===== config.mk =====
export PLATFORM = sky130hd
export DESIGN_NAME = sbm_busy_master
export DESIGN_NICKNAME = d
export VERILOG_FILES = /design/src/rtl/sbm_pkg.sv /design/src/rtl/sbm_sync.sv /design/src/rtl/sbm_shifter.sv /design/src/rtl/sbm_busy_master.sv
export SDC_FILE = /design/constraint.sdc
export NUM_CORES = 1
export LEC_CHECK = 0
export BUFFER_PORTS_ARGS = -buffer_cell sky130_fd_sc_hd__buf_2
export CORE_UTILIZATION = 35
export DETAILED_ROUTE_END_ITERATION = 8
export PLACE_DENSITY_LB_ADDON = 0.2
export SLEW_MARGIN = 5
export SYNTH_ARGS = -nofsm -noshare
export SYNTH_HDL_FRONTEND = slang
export SYNTH_SLANG_ARGS = --single-unit
export TNS_END_PERCENT = 100

===== constraint.sdc =====
create_clock -name clk -period 2.35 [get_ports clk]
set_clock_uncertainty 0.1 [all_clocks]
set_input_delay 0.3525 -clock clk [delete_from_list [all_inputs] [get_ports clk]]
set_output_delay 0.3525 -clock clk [all_outputs]
set_load 0.02 [all_outputs]

===== src/rtl/sbm_pkg.sv =====
package sbm_pkg;
   typedef enum logic [2:0] {
      ST_IDLE,
      ST_LOW,
      ST_HIGH,
      ST_WAIT,
      ST_GAP
   } sbm_state_e;
endpackage


===== src/rtl/sbm_sync.sv =====
module sbm_sync #(
   parameter int STAGES = 2
) (
   input  logic clk,
   input  logic rst_n,
   input  logic din,
   output logic dout
);
   if (STAGES < 2) begin : g_bad_stages
      $error("sbm_sync: STAGES must be at least 2");
   end

   logic [STAGES-1:0] chain;

   always_ff @(posedge clk or negedge rst_n) begin
      if (!rst_n) chain <= '0;
      else        chain <= {chain[STAGES-2:0], din};
   end

   assign dout = chain[STAGES-1];
endmodule


===== src/rtl/sbm_shifter.sv =====
module sbm_shifter #(
   parameter int W = 8
) (
   input  logic         clk,
   input  logic         rst_n,
   input  logic         load,
   input  logic [W-1:0] load_data,
   input  logic         capture,
   input  logic         last,
   input  logic         si,
   output logic         msb,
   output logic [W-1:0] rdata
);
   logic [W-1:0] sh;
   logic [W-1:0] sh_next;

   assign sh_next = {sh[W-2:0], si};

   always_ff @(posedge clk or negedge rst_n) begin
      if (!rst_n) begin
         sh    <= '0;
         rdata <= '0;
      end else begin
         if (load)         sh    <= load_data;
         else if (capture) sh    <= sh_next;
         if (capture && last) rdata <= sh_next;
      end
   end

   assign msb = sh[W-1];
endmodule


===== src/rtl/sbm_busy_master.sv =====
module sbm_busy_master #(
   parameter int DATA_W      = 8,
   parameter int DIV         = 8,
   parameter int SYNC_STAGES = 2
) (
   input  logic              clk,
   input  logic              rst_n,
   input  logic              start,
   input  logic [DATA_W-1:0] wdata,
   output logic [DATA_W-1:0] rdata,
   output logic              irq,
   output logic              xfer,
   input  logic              busy_en,
   input  logic              busy_pol,
   input  logic              interval_mode,
   output logic              sck,
   output logic              so,
   input  logic              si,
   input  logic              busy
);
   import sbm_pkg::*;

   localparam int HALF  = DIV / 2;
   localparam int CNT_W = $clog2(DIV);
   localparam int BIT_W = (DATA_W > 2) ? $clog2(DATA_W) : 1;
   localparam logic [CNT_W-1:0] HALF_END = CNT_W'(HALF - 1);
   localparam logic [CNT_W-1:0] PER_END  = CNT_W'(DIV - 1);
   localparam logic [BIT_W-1:0] LAST_BIT = BIT_W'(DATA_W - 1);

   if (DIV < 4 || (DIV % 2) != 0) begin : g_bad_div
      $error("sbm_busy_master: DIV must be even and at least 4");
   end
   if (DATA_W < 2) begin : g_bad_width
      $error("sbm_busy_master: DATA_W must be at least 2");
   end

   sbm_state_e        st;
   logic [CNT_W-1:0]  cnt;
   logic [BIT_W-1:0]  bcnt;
   logic              pend;
   logic [DATA_W-1:0] nbuf;
   logic              busy_s;
   logic              busy_act;
   logic              busy_chk;
   logic              half_end;
   logic              last_bit;
   logic              load;
   logic              capture;
   logic              sh_msb;

   sbm_sync #(.STAGES(SYNC_STAGES)) u_sync (
      .clk  (clk),
      .rst_n(rst_n),
      .din  (busy),
      .dout (busy_s)
   );

   assign busy_act = busy_s ^ busy_pol;
   assign busy_chk = busy_en & ~interval_mode;
   assign half_end = (cnt == HALF_END);
   assign last_bit = (bcnt == LAST_BIT);
   assign capture  = (st == ST_LOW) && half_end;
   assign load     = pend && ((st == ST_IDLE) ||
                              ((st == ST_GAP) && half_end) ||
                              ((st == ST_HIGH) && half_end && last_bit && !busy_chk));

   sbm_shifter #(.W(DATA_W)) u_shift (
      .clk      (clk),
      .rst_n    (rst_n),
      .load     (load),
      .load_data(nbuf),
      .capture  (capture),
      .last     (last_bit),
      .si       (si),
      .msb      (sh_msb),
      .rdata    (rdata)
   );

   assign xfer = (st != ST_IDLE);

   always_ff @(posedge clk or negedge rst_n) begin
      if (!rst_n) begin
         st   <= ST_IDLE;
         cnt  <= '0;
         bcnt <= '0;
         sck  <= 1'b1;
         so   <= 1'b0;
         irq  <= 1'b0;
         pend <= 1'b0;
         nbuf <= '0;
      end else begin
         irq <= 1'b0;
         if (load) pend <= 1'b0;
         if (start && !pend) begin
            pend <= 1'b1;
            nbuf <= wdata;
         end
         if (load) begin
            st   <= ST_LOW;
            sck  <= 1'b0;
            so   <= nbuf[DATA_W-1];
            cnt  <= '0;
            bcnt <= '0;
         end else begin
            case (st)
               ST_IDLE: cnt <= '0;
               ST_LOW: begin
                  if (half_end) begin
                     st  <= ST_HIGH;
                     sck <= 1'b1;
                     cnt <= '0;
                     if (last_bit) irq <= 1'b1;
                  end else cnt <= cnt + CNT_W'(1);
               end
               ST_HIGH: begin
                  if (half_end) begin
                     cnt <= '0;
                     if (!last_bit) begin
                        st   <= ST_LOW;
                        sck  <= 1'b0;
                        so   <= sh_msb;
                        bcnt <= bcnt + BIT_W'(1);
                     end else if (busy_chk) begin
                        st <= ST_WAIT;
                     end else begin
                        st <= ST_IDLE;
                        so <= 1'b0;
                     end
                  end else cnt <= cnt + CNT_W'(1);
               end
               ST_WAIT: begin
                  if (half_end && !busy_act) begin
                     st  <= ST_GAP;
                     cnt <= '0;
                  end else if (cnt == PER_END) cnt <= '0;
                  else cnt <= cnt + CNT_W'(1);
               end
               ST_GAP: begin
                  if (half_end) begin
                     st  <= ST_IDLE;
                     so  <= 1'b0;
                     cnt <= '0;
                  end else cnt <= cnt + CNT_W'(1);
               end
               default: st <= ST_IDLE;
            endcase
         end
      end
   end

   assert_idle_pins_R1: assert property (@(posedge clk) disable iff (!rst_n)
      !xfer |-> (sck && !so && !irq));

   assert_so_hold_R2: assert property (@(posedge clk) disable iff (!rst_n)
      (sck && $past(sck) && xfer && $past(xfer)) |-> $stable(so));

   assert_low_phase_R3: assert property (@(posedge clk) disable iff (!rst_n)
      $fell(sck) |=> !sck);

   assert_irq_single_R4: assert property (@(posedge clk) disable iff (!rst_n)
      irq |=> !irq);

   assert_irq_on_rise_R4: assert property (@(posedge clk) disable iff (!rst_n)
      irq |-> $rose(sck));

   assert_wait_parked_R8: assert property (@(posedge clk) disable iff (!rst_n)
      (st == ST_WAIT) |-> (sck && xfer));

   assert_wait_needs_check_R6: assert property (@(posedge clk) disable iff (!rst_n)
      ($past(st) == ST_HIGH && st == ST_WAIT) |-> $past(busy_chk));
endmodule


Word level (Yosys, flattened, before mapping)
Index checks and enable logic that the tools add are counted.
{"block": "op_classes", "n_addsub": 2, "mul": 0, "div_mod_pow": 0, "order_cmp": 0, "n_eq_ne": 15, "shift": 0, "n_mux": 36, "n_bitwise": 3, "reduce_logical": 28}
{"operator": "$mux 3", "count": 13}
{"operator": "$mux 8", "count": 2}
{"operator": "$mux 1", "count": 15}
{"operator": "$ne 3x3->1 const B", "count": 5}
{"operator": "$pmux 3 s5", "count": 1}
{"operator": "$eq 3x2->1 const B", "count": 3}
{"operator": "$eq 3x3->1 const B", "count": 3}
{"operator": "$logic_and 1x1->1", "count": 9}
{"operator": "$pmux 3 s3", "count": 1}
{"operator": "$reduce_bool 3->1", "count": 3}
{"operator": "$reduce_and 4->1", "count": 2}
{"operator": "$reduce_bool 2->1", "count": 4}
{"operator": "$add 3x1->3 const B", "count": 2}
{"operator": "$reduce_and 5->1", "count": 1}
{"operator": "$mux 2", "count": 2}
{"operator": "$ne 4x4->1 const B", "count": 1}
{"operator": "$pmux 1 s2", "count": 2}
{"operator": "$reduce_bool 4->1", "count": 1}
{"operator": "$eq 3x1->1 const B", "count": 1}
{"operator": "$logic_not 1->1", "count": 3}
{"operator": "$logic_not 3->1", "count": 1}
{"operator": "$reduce_and 3->1", "count": 1}
{"operator": "$reduce_or 3->1", "count": 1}
{"operator": "$logic_or 1x1->1", "count": 2}
{"operator": "other kinds (5)", "count": 5}
{"block": "totals", "regBits": 39, "latchBits": 0, "mem_bits_rw": 0, "rom_bits": 0, "elab_cells": 95, "n_memories": 0}

Depth between registers and ports, before layout
Gate-level depths: netlist of run 1.
{"block": "logic_depth", "depth_word": 8, "depth_mapped": 8}

By module
Synthesis of run 1 repeated with hierarchy kept, for this count alone.
{"block": "hier_totals", "hier_cells": 179, "hier_area_um2": 1975.6}
{"mod": "sbm_busy_master", "n_inst": 1, "cells_each": 126, "area_each_um2": 1218.7, "seq_area_each_um2": 526.8}
{"mod": "sbm_shifter", "n_inst": 1, "cells_each": 51, "area_each_um2": 706.9, "seq_area_each_um2": 400.4}
{"mod": "sbm_sync", "n_inst": 1, "cells_each": 2, "area_each_um2": 50.0, "seq_area_each_um2": 50.0}

Worst setup path before layout of run 1
Ideal clock, no wire load.
{"block": "synth_timing", "path_type": "register to register", "start": "register cnt[0]", "end": "register u_shift.sh[5]", "arrival_ps": 1877, "t_required_ps": 2124, "slack_ps": 247, "path_stages_with_launch": 8, "path_buffers": 1, "synth_period_minus_slack_ps": 2103, "path_cell_list": "dfrtp_1 -> ha_1 -> ha_1 -> nor4bb_4 -> and4_1 -> or2_1 -> buf_6 -> a221o_1"}
{"block": "synth_via", "elab_chain_len": 7}
{"element": "from (decl)", "line": "sbm_busy_master.sv:38", "rtl": "logic [CNT_W-1:0] cnt;"}
{"element": "from (signal assigned)", "line": "sbm_busy_master.sv:113", "rtl": "end else cnt <= cnt + CNT_W'(1);"}
{"element": "from (signal assigned)", "line": "sbm_busy_master.sv:129", "rtl": "end else cnt <= cnt + CNT_W'(1);"}
{"element": "from (signal assigned)", "line": "sbm_busy_master.sv:136", "rtl": "else cnt <= cnt + CNT_W'(1);"}
{"element": "$eq 3x2->1 *", "line": "sbm_busy_master.sv:60", "rtl": "assign half_end = (cnt == HALF_END);"}
{"element": "$logic_and 1x1->1 (3 in series)", "line": "sbm_busy_master.sv:65", "rtl": "((st == ST_HIGH) && half_end && last_bit && !busy_chk));"}
{"element": "$logic_or 1x1->1", "line": "sbm_busy_master.sv:64", "rtl": "((st == ST_GAP) && half_end) ||"}
{"element": "$logic_and 1x1->1", "line": "sbm_busy_master.sv:63", "rtl": "assign load = pend && ((st == ST_IDLE) ||"}
{"element": "$mux 8 or $reduce_bool 2->1 (tied branches)"}
{"element": "to (signal assigned)", "line": "sbm_shifter.sv:24", "rtl": "if (load) sh <= load_data;"}
{"element": "to (signal assigned)", "line": "sbm_shifter.sv:25", "rtl": "else if (capture) sh <= sh_next;"}
{"element": "to (decl)", "line": "sbm_shifter.sv:14", "rtl": "logic [W-1:0] sh;"}
Every way passes the cells marked *; elsewhere a longest branch is shown, timed or not.
A chain may end at the register's enable or synchronous reset.

Final worst setup path of run 1
Ends and elaborated chain as after synthesis.

==> results.yml, run 1 <==
routing:
  dr.pass1.iters: 4
  wirelength_mm: 3.81
  dr_wl_met2_mm: 1.81
  wl_met3_um: 152
  wl_per_cell_um: 14.1
  wl_met1_mm: 1.81
  drc: 0
  routed-via-count: 1353
  dr.max_layer_used: "met4"
  initialDrtViolationCount: 67
  antenna_left: 0
  avgViaCountPerCell: 4.99
global_route:
  grt-ovfl-total: 0
  grt_usage_pct: 14.4
  grt_pass1_vias: 1398
  grt_max_degree: 40
  antenna_found_initial: 0
  grt_pass1_wl_mm: 6.67
synthesis:
  synthTopCellsByArea: "dfrtp_1, mux2_2, ha_1, a221o_1, mux2i_1"
  synth.distinct_cells: 45
  synth_warnings: 0
  avgSynthCellArea_um2: 11.9
  syn_nets: 185
  synthCells: 162
  synth_area_mm2: 0.00193
  synth_seq_cells: 39
  synth_top_area_cell: "dfrtp_1"
  yosysTopAreaCellShare_pct: 49.2
  seq_area_frac_synth_pct: 50.6
timing:
  timing.final.hold_violations: 0
  whs_ns: 0.0646
  finalWorstSetupSlack_ns: 0.182
  worst_pin_slew_ns: 0.843
  rsz0062_at_grt: "false"
  max_freq_mhz: 461
  setup_viol: 0
  finalMaxSlewViolations: 0
  fin_crit_sh_pct: 92.3
  slew_headroom_pct: 43.8
  finalCriticalPeriod_ns: 2.17
  fin_tns_setup_ns: 0
cts:
  ctsHoldBuffers: 0
  numClockSinks: 39
  clk_latency_ns: 0.29
  htreeDepth: 2
  cts_tree: "built"
  cts-root-buf: "clkbuf_8"
  cts_buffers: 5
  clockBufferDepth: 2
  path_clk_slew_ns: 0.08
layout:
  final_common_cell: "dfrtp_1"
  multi_input_area_um2: 886
  antenna_cells: 0
  layout_common_cells: "dfrtp_1, buf_2, mux2_2"
  drive_gt1_share_pct: 37.3
  register_area_um2: 977
  nFillCells: 506
  area_growth_pct: 20.8
  fin_util_pct: 44.9
  finalNetCount: 223
setup_path:
  critPathLaunch: "cnt[0]"
  path_class: "reg2reg"
  timing.rr.start: "cnt[0]"
  critPathRequiredTime_ns: 2.43
  worst_setup_path_start_kind: "flip-flop"
  arrival_ns: 2.24
  r2r_cells: 6
  crit_path_max_fanout: 12
  end_kind: "flip-flop"
  r2r-end: "u_shift.sh[5]"
  rrSetupSlack_ns: 0.18
power:
  power.density_mw_per_mm2: 1110
  total_power_mw: 2.60
  power.leakage_nw: 1.11
  peakVddDrop_mv: 0.439
floorplanning:
  start_util_pct: 37.1
  io_pins: 28
  core_mm2: 0.00520
  fp.dieW_um: 76.3
  rows: 26
  floorplan.die_area_mm2: 0.00582
  die_h_um: 76.3
min_path:
  hold_class: "in2async"
place:
  dp_hpwl_mm: 2.76
  place_congestion: 0.810
  port_buffers: 27
  place_ws_ns: 0.0269
status:
  status: "completed"
flow_run:
  cap_viol_max_count: 0
[worst max-delay path, stage by stage (launching register included)]
cell and delay [ns]:
dfrtp_1 0.40, ha_1 0.23, ha_1 0.20, nor4bb_4 0.17, and4_1 0.25, or2_4 0.33, a221o_1 0.37
[power by group]
group	switching (mW)	internal, mW	total [mW]	leakage (nW)
logic	0.462	0.475	0.937	0.553
clock network	0.246	0.349	0.595	0.0618
registers	0.178	0.890	1.07	0.490
total	0.885	1.71	2.60	1.11
[routing by layer]
| layer | track usage [%] | up-vias |
|---|---|---|
| li1 | - | 662 |
| met1 | 18.5 | 657 |
| met2 | 23.3 | 28 |
| met3 | 3.59 | 6 |
| met4 | 5.19 | 0 |
| met5 | 0 | - |
[how the worst max path moves through the flow]
stage               endpoint  slack [ns]  cells past startpoint
3_3_place_gp   u_shift.sh[6]        0.12                      6
4_1_cts        u_shift.sh[6]        0.01                      6
6_report       u_shift.sh[5]        0.18                      6
5_1_grt        u_shift.sh[6]        0.06                      6
2_1_floorplan  u_shift.sh[5]        0.25                      7
3_5_place_dp   u_shift.sh[6]        0.03                      6
[per-stage QoR]
step / instance area [µm²] / cells
2_1_floorplan: 1930 / 162
3_3_place_gp: 2200 / 263
3_5_place_dp: 2200 / 263
4_1_cts: 2320 / 271
5_1_grt: 2330 / 271
6_report: 2330 / 271
[Yosys cell counts, drive strengths merged]
library cell	n
nor3	2
nor2b	2
o41ai	1
nand3	1
a211o	1
ha	7
nor4	1
o211ai	2
and4	2
xor2	2
dfrtp	38
clkbuf	3
nor4b	2
xnor2	2
a21oi	6
a2111oi	1
a211oi	4
and2	6
nand3b	1
a31oi	2
nand2	7
or4b	1
nor4bb	2
dfstp	1
mux2i	5
nor2	12
a311oi	1
o21ai	3
a221o	6
o21bai	1
or2	2
inv	6
mux2	17
buf	7
nand2b	3
o211a	1
o2111ai	1
[final cells by class]
| cell class | instances | share of cell area [%] |
|---|---|---|
| repair buffers | 41 | 10.3 |
| flip-flops and latches | 39 | 41.9 |
| clock inverters | 2 | 1.66 |
| well taps | 70 | 3.75 |
| inverters | 6 | 0.965 |
| multi-input cells | 107 | 37.9 |
| clock buffers | 6 | 3.54 |
[state kept, by name (all words and copies together) (netlist names)]
register	flops
u_sync.chain	2
bcnt	3
pend	1
irq	1
u_shift.sh	8
u_shift.rdata	8
so	1
st	3
sck	1
cnt	3
nbuf	8
[logic make-up after synthesis]
family,count (synthesis),synth area share [%]
XOR/XNOR,4,1.81
multiplexers,22,12.5
flip-flops,39,50.6
AND/OR/NAND/NOR,44,14.2
adder cells (fa/ha/maj),7,4.53
buffers and inverters,16,4.47
AO/OA/AOI/OAI,30,11.9
[timing repair]
item,4_1_cts,5_1_grt
resized for setup,0,4
buffers inserted,0,0
endpoints found under the setup margin,0,16
No activity file was read; power rests on OpenSTA's default activity.
==> run 2: changes to the inputs <==
--- a/config.mk
+++ b/config.mk
@@ -6,9 +6,13 @@
 export NUM_CORES = 1
 export LEC_CHECK = 0
 export BUFFER_PORTS_ARGS = -buffer_cell sky130_fd_sc_hd__buf_2
+export CELL_PAD_IN_SITES_DETAIL_PLACEMENT = 1
+export CELL_PAD_IN_SITES_GLOBAL_PLACEMENT = 1
 export CORE_UTILIZATION = 35
 export DETAILED_ROUTE_END_ITERATION = 8
+export GPL_ROUTABILITY_DRIVEN = 0
 export PLACE_DENSITY_LB_ADDON = 0.2
+export SKIP_CTS_REPAIR_TIMING = 1
 export SLEW_MARGIN = 5
 export SYNTH_ARGS = -nofsm -noshare
 export SYNTH_HDL_FRONTEND = slang
==> run 2 against run 1 <==
Compared with the run above:
- design area is 1.1% higher
- non-clock buffer count up 1
- count of clock-buffer cells in the layout decreased by 1
- flip-flop and latch count did not move
- sequential share of layout area shrank 0.47 points
- combinational power up 3.7%
- maximum frequency grew 0.69%
- hold slack better by 0.0022 ns
==> results.yml, run 2 (synthesized netlist as in run 1, its figures left out) <==
cts:
  cts_tree: "built"
  clk_latency_ns: 0.29
  numClockSinks: 39
  clockBufferDepth: 2
  cts_buffers: 5
  htreeDepth: 2
  cts-root-buf: "clkbuf_8"
  path_clk_slew_ns: 0.08
setup_path:
  critPathLaunch: "cnt[0]"
  path_class: "reg2reg"
  arrival_ns: 2.24
  crit_path_max_fanout: 13
  path_buf_inv: 0
  path_common_cell: "ha_1"
  end_kind: "flip-flop"
  worst_setup_path_start_kind: "flip-flop"
  cpLargestDelayFamily: "simple AND/OR/NAND/NOR gates"
  rrSetupSlack_ns: 0.20
  r2r-end: "u_shift.sh[4]"
  critPathRequiredTime_ns: 2.43
  path_cells: "ha_1 -> ha_1 -> nor4bb_4 -> and4_1 -> or2_4 -> a221o_1"
  timing.rr.start: "cnt[0]"
  slowest_delay_ns: 0.41
  r2r_cells: 6
  crit_path_top_delay_cell: "dfrtp_1"
timing:
  setup_viol: 0
  max_freq_mhz: 464
  finalWorstSetupSlack_ns: 0.197
  worst_pin_slew_ns: 0.869
  finalMaxSlewViolations: 0
  slew_headroom_pct: 42.1
  rsz0062_at_grt: "false"
  finalCriticalPeriod_ns: 2.15
  timing.final.hold_violations: 0
  fin_crit_sh_pct: 91.6
routing:
  initialDrtViolationCount: 68
  drc: 0
  avgViaCountPerCell: 5.16
  wl_met3_um: 163
  dr.max_layer_used: "met4"
  dr_wl_met2_mm: 1.98
  routed-via-count: 1404
  antenna_left: 0
  dr.pass1.iters: 4
  wl_met1_mm: 2.06
  wl_per_cell_um: 15.7
  wirelength_mm: 4.26
layout:
  fin_util_pct: 45.4
  drive_gt1_share_pct: 37.6
  area_growth_pct: 22.1
  antenna_cells: 0
  layout_common_cells: "dfrtp_1, buf_2, mux2_2"
  reg_top3: "nbuf x8, u_shift.rdata x8, u_shift.sh x8"
  finalNetCount: 224
  final_common_cell: "dfrtp_1"
global_route:
  grt-ovfl-total: 0
  grt_pass1_wl_mm: 7.45
  grt_max_degree: 40
  grt_usage_pct: 16.3
  grt_pass1_vias: 1534
  antenna_found_initial: 0
floorplanning:
  start_util_pct: 37.1
  die_h_um: 76.3
  io_pins: 28
  rows: 26
  core_mm2: 0.00520
  fp.dieW_um: 76.3
  floorplan.die_area_mm2: 0.00582
power:
  power.density_mw_per_mm2: 1160
  power.leakage_nw: 1.12
  peakVddDrop_mv: 0.382
min_path:
  hold_class: "in2async"
place:
  place_ws_ns: 0.00464
  dp_hpwl_mm: 3.14
  port_buffers: 27
flow_run:
  cap_viol_max_count: 0
status:
  status: "completed"
run 2: cell count changes in the layout (fill, tap and decap cells not counted):
cell / previous run / this run
buf_4: 14 / 15
bufinv_16: 1 / 2
clkbuf_8: 6 / 5
inv_6: 1 / 0
inv_8: 0 / 1
run 2: power by group:
part / total [mW] / switching, mW / internal [mW] / leakage (nW)
logic: 0.972 / 0.486 / 0.486 / 0.558
clock network: 0.690 / 0.259 / 0.431 / 0.0703
registers: 1.07 / 0.178 / 0.890 / 0.490
total: 2.73 / 0.923 / 1.81 / 1.12
run 2: stage by stage:
step,power (mW),instances,hold WS (ns),cell area (µm²),TNS (ns)
finish,2.73,272,0.0668,2360,0
global route,2.92,272,0.0545,2360,0
CTS,2.74,272,0.0617,2340,-0.0105
detailed placement,2.04,264,0.252,2200,0
global placement,2.00,264,0.245,2200,0
floorplan,1.73,162,-0.0431,1930,0
run 2: cell type report:
| type | count | area (µm²) |
|---|---|---|
| fill | 578 | 2840 |
| sequential | 39 | 977 |
| multi-input combinational | 107 | 886 |
| timing repair buffer | 42 | 248 |
| tap | 70 | 87.6 |
| clock inverter | 3 | 71.3 |
| clock buffer | 5 | 68.8 |
| inverter | 6 | 22.5 |
run 2: worst max-delay path by stage:
stage	endpoint	slack, ns	depth (start not counted)
final	u_shift.sh[4]	0.20	6
after floorplan	u_shift.sh[5]	0.25	7
after global placement	u_shift.sh[5]	0.08	6
after global routing	u_shift.sh[6]	0.07	6
after detailed placement	u_shift.sh[6]	0.005	6
after CTS	u_shift.sh[6]	-0.01	6
run 2: metal layers:
metal | track usage [%] | up-vias
met4 | 5.77 | 0
met1 | 21.9 | 700
met3 | 4.07 | 7
met5 | 0 | -
li1 | - | 663
met2 | 25.5 | 34
run 2: worst register-to-register path, cell delays in order (launching register included):
cell      delay, ns
dfrtp_1        0.41
ha_1           0.22
ha_1           0.20
nor4bb_4       0.17
and4_1         0.26
or2_4          0.34
a221o_1        0.36
==> run 3: changes to the inputs <==
==> constraint.sdc (replaced) <==
create_clock -name clk -period 2.5 [get_ports clk]
set_clock_uncertainty 0.1 [all_clocks]
set_input_delay 0.375 -clock clk [delete_from_list [all_inputs] [get_ports clk]]
set_output_delay 0.375 -clock clk [all_outputs]
set_load 0.02 [all_outputs]
==> run 3 against run 2 <==
Compared with the run above:
- count of clock-buffer cells in the layout is the same
- routed wire length shrank 2.6%
- flip-flop and latch count is the same
- combinational power shrank 15%
- core utilization shrank 2.4 points
- cell count shrank 2.9%
- hold slack gained 0.020 ns
- non-clock buffer count shrank 7
- design area shrank 5.4%
==> results.yml, run 3 (synthesized netlist as in run 1, its figures left out) <==
status:
  status: "completed"
floorplanning:
  io_pins: 28
  fp.dieW_um: 76.3
  core_mm2: 0.00520
  die_h_um: 76.3
  start_util_pct: 37.1
  floorplan.die_area_mm2: 0.00582
  rows: 26
global_route:
  antenna_found_initial: 0
  grt_pass1_vias: 1522
  grt_pass1_wl_mm: 7.20
  grt_max_degree: 40
  grt-ovfl-total: 0
  grt_usage_pct: 15.7
setup_path:
  cpLargestDelayFamily: "simple AND/OR/NAND/NOR gates"
  path_class: "reg2reg"
  slowest_delay_ns: 0.41
  path_buf_inv: 1
  crit_path_top_delay_cell: "dfrtp_1"
  end_kind: "flip-flop"
  path_cells: "ha_1 -> ha_1 -> nor4bb_4 -> and4_1 -> or2_1 -> buf_4 -> a221o_1"
  worst_setup_path_start_kind: "flip-flop"
  arrival_ns: 2.38
  crit_path_max_fanout: 12
  critPathRequiredTime_ns: 2.57
  r2r_cells: 7
  path_common_cell: "ha_1"
  r2r-end: "u_shift.sh[0]"
  rrSetupSlack_ns: 0.19
  timing.rr.start: "cnt[0]"
routing:
  wl_per_cell_um: 15.7
  avgViaCountPerCell: 5.16
  initialDrtViolationCount: 39
  antenna_left: 0
  routed-via-count: 1363
  dr.pass1.iters: 6
  wirelength_mm: 4.15
  drc: 0
cts:
  path_clk_slew_ns: 0.08
  clockBufferDepth: 2
  numClockSinks: 39
  htreeDepth: 2
  clk_latency_ns: 0.29
  cts_buffers: 5
  cts_tree: "built"
  cts-root-buf: "clkbuf_8"
power:
  power.density_mw_per_mm2: 1010
  peakVddDrop_mv: 0.358
  power.leakage_nw: 1.05
timing:
  worst_pin_slew_ns: 0.859
  max_freq_mhz: 432
  setup_viol: 0
  rsz0062_at_grt: "false"
  timing.final.hold_violations: 0
  slew_headroom_pct: 42.7
  fin_crit_sh_pct: 92.6
  finalMaxSlewViolations: 0
  finalCriticalPeriod_ns: 2.31
  fin_tns_setup_ns: 0
layout:
  reg_top3: "nbuf x8, u_shift.rdata x8, u_shift.sh x8"
  finalNetCount: 217
  final_area_mm2: 0.00223
  antenna_cells: 0
  layout_common_cells: "dfrtp_1, buf_2, mux2_2"
  area_growth_pct: 15.6
  final_common_cell: "dfrtp_1"
  drive_gt1_share_pct: 34.0
place:
  placed_area_mm2: 0.00215
  dp_hpwl_mm: 3.12
  port_buffers: 27
flow_run:
  cap_viol_max_count: 0
min_path:
  hold_class: "in2async"
==> run 3: worst max path at each step <==
stage	end	depth (start not counted)	from	slack [ns]
2_1_floorplan	u_shift.sh[5]	7	cnt[0]	0.40
3_3_place_gp	u_shift.sh[0]	7	cnt[0]	0.26
3_5_place_dp	u_shift.sh[1]	6	cnt[0]	0.18
4_1_cts	u_shift.sh[3]	6	cnt[0]	0.14
5_1_grt	u_shift.sh[3]	6	cnt[0]	0.002
6_report	u_shift.sh[0]	7	cnt[0]	0.19
==> run 3: routing by layer <==
metal | global-route usage, % | wire (µm) | vias to the layer above
met5 | 0 | 0 | -
met4 | 6.35 | 80 | 0
met3 | 4.31 | 169 | 8
met2 | 25.9 | 1950 | 30
met1 | 19.4 | 1950 | 680
li1 | - | - | 645
==> run 3: area by class of cell <==
type / instances / area, µm²
clock buffers: 5 / 68.8
repair buffers: 35 / 195
well taps: 70 / 87.6
fillers: 585 / 2970
multi-input cells: 107 / 870
inverters: 6 / 22.5
clock inverters: 2 / 13.8
flip-flops and latches: 39 / 977
==> run 3: worst reg2reg max path: stages (launching register included) <==
cell and delay, ns:
dfrtp_1 0.41, ha_1 0.26, ha_1 0.21, nor4bb_4 0.18
and4_1 0.26, or2_1 0.25, buf_4 0.19, a221o_1 0.35
==> run 3: power by group <==
part / internal, mW / switching, mW / total, mW
Sequential: 0.837 / 0.182 / 1.02
Clock: 0.191 / 0.218 / 0.409
Combinational: 0.409 / 0.418 / 0.827
==> run 3: per-stage QoR <==
step / setup slack [ns] / hold WS [ns] / total power [mW] / utilization, % / std cells
after floorplan: 0.397 / -0.0206 / 1.63 / - / 162
after global placement: 0.257 / 0.244 / 1.84 / 41.3 / 257
after detailed placement: 0.178 / 0.260 / 1.87 / 41.3 / 257
after CTS: 0.142 / 0.0782 / 2.29 / 42.9 / 264
after global routing: 0.00228 / 0.0764 / 2.43 / 42.9 / 264
final: 0.186 / 0.0867 / 2.25 / 42.9 / 264
